===== src/rtl/ucd_pkg.sv =====
// Shared constants and types for the unlock-sequence command decoder.
// Assumes command addresses are compared on the low KEY_W address bits only.
package ucd_pkg;
    localparam int KEY_W = 15;

    localparam logic [KEY_W-1:0] KEY_ADDR_A = 15'h5555;
    localparam logic [KEY_W-1:0] KEY_ADDR_B = 15'h2AAA;

    localparam logic [7:0] KEY_DATA_A    = 8'hAA;
    localparam logic [7:0] KEY_DATA_B    = 8'h55;
    localparam logic [7:0] OP_PROT_WRITE = 8'hA0;
    localparam logic [7:0] OP_EXTEND     = 8'h80;
    localparam logic [7:0] OP_ID_ENTER   = 8'h90;
    localparam logic [7:0] OP_ID_LEAVE   = 8'hF0;
    localparam logic [7:0] OP_UNPROTECT  = 8'h20;
    localparam logic [7:0] OP_ERASE      = 8'h10;
    localparam logic [7:0] OP_ID_ALT     = 8'h60;

    localparam logic [7:0] MFR_CODE = 8'hBF;
    localparam logic [7:0] DEV_CODE = 8'h5D;

    typedef enum logic [2:0] {
        ST_IDLE,
        ST_KEY1,
        ST_KEY2,
        ST_EXT3,
        ST_EXT4,
        ST_EXT5
    } seq_state_e;

    typedef struct packed {
        logic consumed;
        logic prot_set;
        logic prot_clr;
        logic erase;
        logic id_set;
        logic id_clr;
    } seq_event_t;
endpackage


===== src/rtl/ucd_seq_fsm.sv =====
// Sequence recogniser: tracks the unlock key and the extended command.
// Emits one event vector per accepted write. Assumes 'take' is already
// qualified by busy and lockout, and receives only the compared address bits.
module ucd_seq_fsm
    import ucd_pkg::*;
(
    input  logic             clk,
    input  logic             rst_n,
    input  logic             take,
    input  logic [KEY_W-1:0] key_addr,
    input  logic [7:0]       data,
    output seq_event_t       ev,
    output logic             stray
);
    seq_state_e state_q, state_d;
    logic at_a, hit_a, hit_b;

    assign at_a  = (key_addr == KEY_ADDR_A);
    assign hit_a = at_a && (data == KEY_DATA_A);
    assign hit_b = (key_addr == KEY_ADDR_B) && (data == KEY_DATA_B);

    // Decode the step expected in the current state.
    always_comb begin
        ev      = '0;
        state_d = ST_IDLE;
        unique case (state_q)
            ST_IDLE: if (hit_a) begin ev.consumed = 1'b1; state_d = ST_KEY1; end
            ST_KEY1: if (hit_b) begin ev.consumed = 1'b1; state_d = ST_KEY2; end
            ST_KEY2: if (at_a) begin
                unique case (data)
                    OP_PROT_WRITE: begin ev.consumed = 1'b1; ev.prot_set = 1'b1; end
                    OP_ID_ENTER:   begin ev.consumed = 1'b1; ev.id_set   = 1'b1; end
                    OP_ID_LEAVE:   begin ev.consumed = 1'b1; ev.id_clr   = 1'b1; end
                    OP_EXTEND:     begin ev.consumed = 1'b1; state_d = ST_EXT3; end
                    default: ;
                endcase
            end
            ST_EXT3: if (hit_a) begin ev.consumed = 1'b1; state_d = ST_EXT4; end
            ST_EXT4: if (hit_b) begin ev.consumed = 1'b1; state_d = ST_EXT5; end
            ST_EXT5: if (at_a) begin
                unique case (data)
                    OP_UNPROTECT: begin ev.consumed = 1'b1; ev.prot_clr = 1'b1; end
                    OP_ERASE:     begin ev.consumed = 1'b1; ev.erase    = 1'b1; end
                    OP_ID_ALT:    begin ev.consumed = 1'b1; ev.id_set   = 1'b1; end
                    default: ;
                endcase
            end
            default: ;
        endcase
        if (!take) ev = '0;
    end

    assign stray = take && !ev.consumed;

    // Advance on accepted writes; a mismatch returns to idle.
    always_ff @(posedge clk) begin
        if (!rst_n)    state_q <= ST_IDLE;
        else if (take) state_q <= state_d;
    end
endmodule


===== src/rtl/ucd_mode_ctrl.sv =====
// Mode registers, lockout timer and byte-load forwarding.
// Assumes events arrive only for accepted writes. Loads are registered,
// so they appear one cycle after the write.
module ucd_mode_ctrl
    import ucd_pkg::*;
#(
    parameter int ADDR_W   = 16,
    parameter int LOCK_CYC = 75000
) (
    input  logic              clk,
    input  logic              rst_n,
    input  seq_event_t        ev,
    input  logic              stray,
    input  logic              busy_i,
    input  logic [ADDR_W-1:0] wr_addr,
    input  logic [7:0]        wr_data,
    output logic              prot_on,
    output logic              page_permit,
    output logic              id_mode,
    output logic              erase_start,
    output logic              lockout,
    output logic              load_valid,
    output logic [ADDR_W-1:0] load_addr,
    output logic [7:0]        load_data
);
    localparam int CNT_W = $clog2(LOCK_CYC + 1);

    logic [CNT_W-1:0] lock_cnt;
    logic             may_load;

    assign may_load = !prot_on || page_permit;
    assign lockout  = (lock_cnt != '0);

    // Global protection and protected-load permit.
    always_ff @(posedge clk) begin
        if (!rst_n) begin
            prot_on     <= 1'b0;
            page_permit <= 1'b0;
        end else begin
            if (ev.prot_set) prot_on <= 1'b1;
            else if (ev.prot_clr) prot_on <= 1'b0;
            if (ev.prot_set) page_permit <= 1'b1;
            else if (ev.prot_clr || busy_i) page_permit <= 1'b0;
        end
    end

    // Identification mode; not kept across reset.
    always_ff @(posedge clk) begin
        if (!rst_n) id_mode <= 1'b0;
        else if (ev.id_set) id_mode <= 1'b1;
        else if (ev.id_clr) id_mode <= 1'b0;
    end

    // One-cycle erase request.
    always_ff @(posedge clk) begin
        if (!rst_n) erase_start <= 1'b0;
        else        erase_start <= ev.erase;
    end

    // Lockout window after a dropped write.
    always_ff @(posedge clk) begin
        if (!rst_n) lock_cnt <= '0;
        else if (stray && !may_load) lock_cnt <= CNT_W'(LOCK_CYC);
        else if (lock_cnt != '0) lock_cnt <= lock_cnt - 1'b1;
    end

    // Forward non-command bytes to the page buffer.
    always_ff @(posedge clk) begin
        if (!rst_n) begin
            load_valid <= 1'b0;
            load_addr  <= '0;
            load_data  <= '0;
        end else begin
            load_valid <= stray && may_load;
            if (stray && may_load) begin
                load_addr <= wr_addr;
                load_data <= wr_data;
            end
        end
    end
endmodule


===== src/rtl/ucd_id_read.sv =====
// Read-path multiplexer: substitutes the identification codes in ID mode.
// Assumes only address bits [KEY_W-1:0] are decoded.
module ucd_id_read
    import ucd_pkg::*;
#(
    parameter int ADDR_W = 16
) (
    input  logic              id_mode,
    input  logic [ADDR_W-1:0] rd_addr,
    input  logic [7:0]        arr_rd_data,
    output logic [7:0]        rd_data
);
    localparam logic [ADDR_W-1:0] DEC_MASK = ADDR_W'((64'd1 << KEY_W) - 64'd1);

    logic [ADDR_W-1:0] dec_addr;
    logic              id_hit;

    assign dec_addr = rd_addr & DEC_MASK;
    assign id_hit   = id_mode && (dec_addr[ADDR_W-1:1] == '0);

    // Choose between an identification code and array data.
    always_comb begin
        if (id_hit) rd_data = dec_addr[0] ? DEV_CODE : MFR_CODE;
        else        rd_data = arr_rd_data;
    end
endmodule


===== src/rtl/unlock_cmd_decoder.sv =====
// Top level of the unlock-sequence command decoder. Qualifies each write with
// busy and lockout, then feeds the recogniser, mode control and read mux.
// Assumes ADDR_W >= 16 and one write per wr_valid cycle.
module unlock_cmd_decoder
    import ucd_pkg::*;
#(
    parameter int ADDR_W   = 16,
    parameter int LOCK_CYC = 75000
) (
    input  logic              clk,
    input  logic              rst_n,
    input  logic              wr_valid,
    input  logic [ADDR_W-1:0] wr_addr,
    input  logic [7:0]        wr_data,
    input  logic              busy_i,
    input  logic [ADDR_W-1:0] rd_addr,
    input  logic [7:0]        arr_rd_data,
    output logic [7:0]        rd_data,
    output logic              load_valid,
    output logic [ADDR_W-1:0] load_addr,
    output logic [7:0]        load_data,
    output logic              prot_on,
    output logic              page_permit,
    output logic              id_mode,
    output logic              erase_start,
    output logic              lockout
);
    seq_event_t ev;
    logic       stray;
    logic       take;

    // A write is accepted only when the engine is idle and no lockout runs.
    assign take = wr_valid && !busy_i && !lockout;

    ucd_seq_fsm u_fsm (
        .clk      (clk),
        .rst_n    (rst_n),
        .take     (take),
        .key_addr (wr_addr[KEY_W-1:0]),
        .data     (wr_data),
        .ev       (ev),
        .stray    (stray)
    );

    ucd_mode_ctrl #(.ADDR_W(ADDR_W), .LOCK_CYC(LOCK_CYC)) u_mode (
        .clk         (clk),
        .rst_n       (rst_n),
        .ev          (ev),
        .stray       (stray),
        .busy_i      (busy_i),
        .wr_addr     (wr_addr),
        .wr_data     (wr_data),
        .prot_on     (prot_on),
        .page_permit (page_permit),
        .id_mode     (id_mode),
        .erase_start (erase_start),
        .lockout     (lockout),
        .load_valid  (load_valid),
        .load_addr   (load_addr),
        .load_data   (load_data)
    );

    ucd_id_read #(.ADDR_W(ADDR_W)) u_rd (
        .id_mode     (id_mode),
        .rd_addr     (rd_addr),
        .arr_rd_data (arr_rd_data),
        .rd_data     (rd_data)
    );
endmodule


===== config.mk =====
export PLATFORM = sky130hd
export DESIGN_NAME = unlock_cmd_decoder
export DESIGN_NICKNAME = d
export VERILOG_FILES = /design/src/rtl/ucd_pkg.sv /design/src/rtl/ucd_seq_fsm.sv /design/src/rtl/ucd_mode_ctrl.sv /design/src/rtl/ucd_id_read.sv /design/src/rtl/unlock_cmd_decoder.sv
export SDC_FILE = /design/constraint.sdc
export NUM_CORES = 1
export LEC_CHECK = 0
export CORE_AREA = 2 2 101 103
export DETAILED_ROUTE_END_ITERATION = 12
export DIE_AREA = 0 0 103 105
export DONT_BUFFER_PORTS = 1
export SLEW_MARGIN = 20
export SYNTH_ARGS = -nofsm -noshare
export SYNTH_HDL_FRONTEND = slang
export SYNTH_SLANG_ARGS = --single-unit

===== constraint.sdc =====
create_clock -name clk -period 5.3 [get_ports clk]
set_input_delay 0.53 -clock clk [delete_from_list [all_inputs] [get_ports clk]]
set_output_delay 0.53 -clock clk [all_outputs]
set_load 0.03 [all_outputs]

==> results.md <==
* Reg2reg path depth at 7
* Setup Fix Bufs, Post-CTS at 0
* Flops & latches, synth at 49
* Layout Nets at 357
* Overall power at 0.00133 W
* Post-synth top cells: nand2_1, dfxtp_1, mux2i_1
* Total Wirelength at 6750 µm
* Cell Pwr Density at 450 nW/µm²
* Max incr delay on CP at between 0.6 and 0.7 ns
* Crit-path slowest cell: or4b_2
* Synth area leader: dfxtp_1
* CTS clock-pin slew for the worst setup and hold paths at approximately 0.10 ns
* Final Max Slew Viols at 0
* Post-DP HPWL at 5030 µm
* Relative slew margins at 40.9%
* Tmin final at 2.91 ns
* Rows at 36
* Overflow after GRT at 0
* Die Y at 105 µm
* Initial Utilization at between 20 and 30%
* Peak Freq at 0.344 GHz
* Crit-path cells: inv_1 > ha_1 > or4b_2 > nor3_1 > inv_1
* Crit path kind: flip-flop to output port
* Hold Slack at 0.330 ns
* Max IR drop VDD at about 170 µV
* Async set or reset register ratio after synthesis at 0%
* CP Capture Type: output port
* H-tree depth at 2
* Synth top area share at ~36%
* Resized cells post-CTS at 0
* Area contributors post-synth: dfxtp_1, mux2i_1, nand2_1
* GP Congestion at between 0.8 and 0.9
* Tot GR Track Use at 13.0%
* Worst r2r dst: u_mode.lock_cnt[1]$_SDFFE_PP0P_
* Worst-Margin Slew at around 0.9 ns
* Final hold viol count at 0
* Final worst path period share at 54.8%
* DRT antenna net count at 0
* Die X at 103 µm
* CP required at around 4.8 ns
* Endpoints failing setup at 0
* Unrepaired setup endpoints after global routing: no
* Clk_lat worst skew at 0.32 ns
* Post-route DRC at 0
* Hold path depth at 1
* WL per Instance at roughly 15 µm
* Count leader, synth: nand2_1
* Critical path arrival at roughly 2.4 ns
* Area growth syn-to-layout at 7.73%
* TritonCTS clock tree: done
* Static Leak at 0.974 nW
* Outcome: finished, final reports clean
* Mapped Cells at 310
* Number of synthesized flops with an enable pin at 0
* Port buffer count at 0
* Antenna violations before repair at 0
* I/O pin count at 90
* Final Instance Area at 2960 µm²
* Via count at 2219
* HP Start: rst_n
* Hold buffer count at cts at 0
* Max FO, Critical Path at 5
* Worst path buffer plus inverter count at 2
* Share of layout cells above drive strength 1 at 6.91%
* Ys Warns at 0
* Worst Skew at ~0.009 ns
* Via count of the first global-routing pass at about 2200
* Area of the die at around 11000 µm²
* Min-Delay Endpoint: u_mode.lock_cnt[13]$_SDFFE_PN0P_
* First-pass GRT wire length at 11100 µm
* Post-synthesis cell area at roughly 2800 µm²
* Most frequent CP cell: inv_1
* Area after DPL at 2850 µm²
* Max-Cap Viols at 0
* Clk buf depth at 2
* Core Area at a little under 10000 µm²
* Avg Cell Area, Syn at 8.88 µm²
* Synth cell types at 50
* FF-to-FF setup slack at around 2.5 ns
* Largest net degree at the start of global routing at 74
* R2r startpoint: u_mode.lock_cnt[0]$_SDFFE_PP0P_
* Worst setup SP type: flip-flop
* Register area share after synthesis at around 36%
* Worst Hold Class: input pin to flip-flop
* Main flop type after synthesis: dfxtp_1
* Fin Setup TNS at 0 ns
* Vias/cell at 5.08
* CTS Sinks at 49
* Num CTS Buffers at 5
* Iter 0 DRT Violations at 58
* Clk Tree Root Cell: clkbuf_8
* Post-layout util at 30.8%
* CP top delay family: simple AND/OR/NAND/NOR gates
* Syn nets at about 360
* Antenna diodes at 0
* Initial DRT Pass Iterations at 4
worst max-delay path by stage:
| stage | slack (ns) | end | from | cells past startpoint |
|---|---|---|---|---|
| CTS | 2.35 | lockout | u_mode.lock_cnt[0]$_SDFFE_PP0P_ | 5 |
| global route | 2.23 | u_mode.lock_cnt[1]$_SDFFE_PP0P_ | u_mode.lock_cnt[0]$_SDFFE_PP0P_ | 7 |
| detailed placement | 2.53 | u_mode.lock_cnt[1]$_SDFFE_PP0P_ | u_mode.lock_cnt[0]$_SDFFE_PP0P_ | 7 |
| floorplan | 2.95 | lockout | u_mode.lock_cnt[0]$_SDFFE_PP0P_ | 5 |
| finish | 2.39 | lockout | u_mode.lock_cnt[0]$_SDFFE_PP0P_ | 5 |
| global placement | 2.53 | u_mode.lock_cnt[1]$_SDFFE_PP0P_ | u_mode.lock_cnt[0]$_SDFFE_PP0P_ | 7 |
through the flow:
stage,cells,setup WS (ns)
after floorplan,310,2.95
after global placement,429,2.53
after detailed placement,429,2.53
after CTS,437,2.35
after global routing,437,2.23
final,437,2.39
state kept, by name (all words and copies together), names as in the netlist:
| signal | cells |
|---|---|
| u_mode.erase_start | 1 |
| u_mode.load_valid | 1 |
| u_mode.prot_on | 1 |
| u_mode.lock_cnt | 17 |
| u_mode.load_addr | 16 |
| u_mode.id_mode | 1 |
| u_mode.page_permit | 1 |
| u_mode.load_data | 8 |
| u_fsm.state_q | 3 |
area by class of cell:
cell class                      count  area, µm²
Clock buffer                        5       68.8
Clock inverter                      3       50.0
Fill cell                        1059       6680
Inverter                            9       33.8
Multi-Input combinational cell    237       1660
Sequential cell                    49        981
Tap cell                          133        166
Timing Repair Buffer                1       7.51
metal layers:
layer / GRT usage (%) / wire length (µm) / up-vias
met5: 0 / 0 / -
met4: 3.20 / 73 / 0
met3: 5.82 / 582 / 6
met2: 19.6 / 3080 / 57
met1: 17.0 / 3010 / 1043
li1: - / - / 1113
worst register-to-register path: cells and delay by family, from the launching register on:
family	cells	cell delay [ns]
adders and majority gates	1	0.21
buffers and inverters	1	0.11
DFF	1	0.33
and+or+nand+nor	5	2.05
kinds of logic (layout without fill, tap and decap cells):
logic type,Yosys count,in the layout,synth area share [%]
AO/OA/AOI/OAI,41,41,10.8
adder cells (fa/ha/maj),2,2,0.909
buffers and inverters,24,18,4.14
AND/OR/NAND/NOR,153,153,34.2
flip-flops,49,49,35.7
XOR/XNOR,14,14,4.46
multiplexers,27,27,9.91
cell usage in the layout (no fill, tap or decap), drive strengths merged, types with 2 or more instances in the layout:
cell type and n:
nor4 13, nor3 12, nand4 9, nor4bb 5, nand2b 7, o21a 9
ha 2, clkbuf 5, and3 2, nor2 9, o32ai 2, a21boi 5
dfxtp 49, o21ai 4, nor2b 2, or3 4, nor4b 3, mux2 2
inv 10, and4b 4, a211oi 3, or4 4, xor2 5, or2 2
a21oi 6, mux2i 25, xnor2 9, nand3 5, o211ai 3, nand2 56
nor3b 11, a21o 3
report_power, final:
| group | internal (W) | total [W] | switching (W) |
|---|---|---|---|
| Sequential | 0.000432 | 0.000538 | 0.000105 |
| Clock | 0.000145 | 0.000291 | 0.000146 |
| Combinational | 0.000235 | 0.000504 | 0.000269 |
Note: power is estimated with default switching activity, not from simulation.
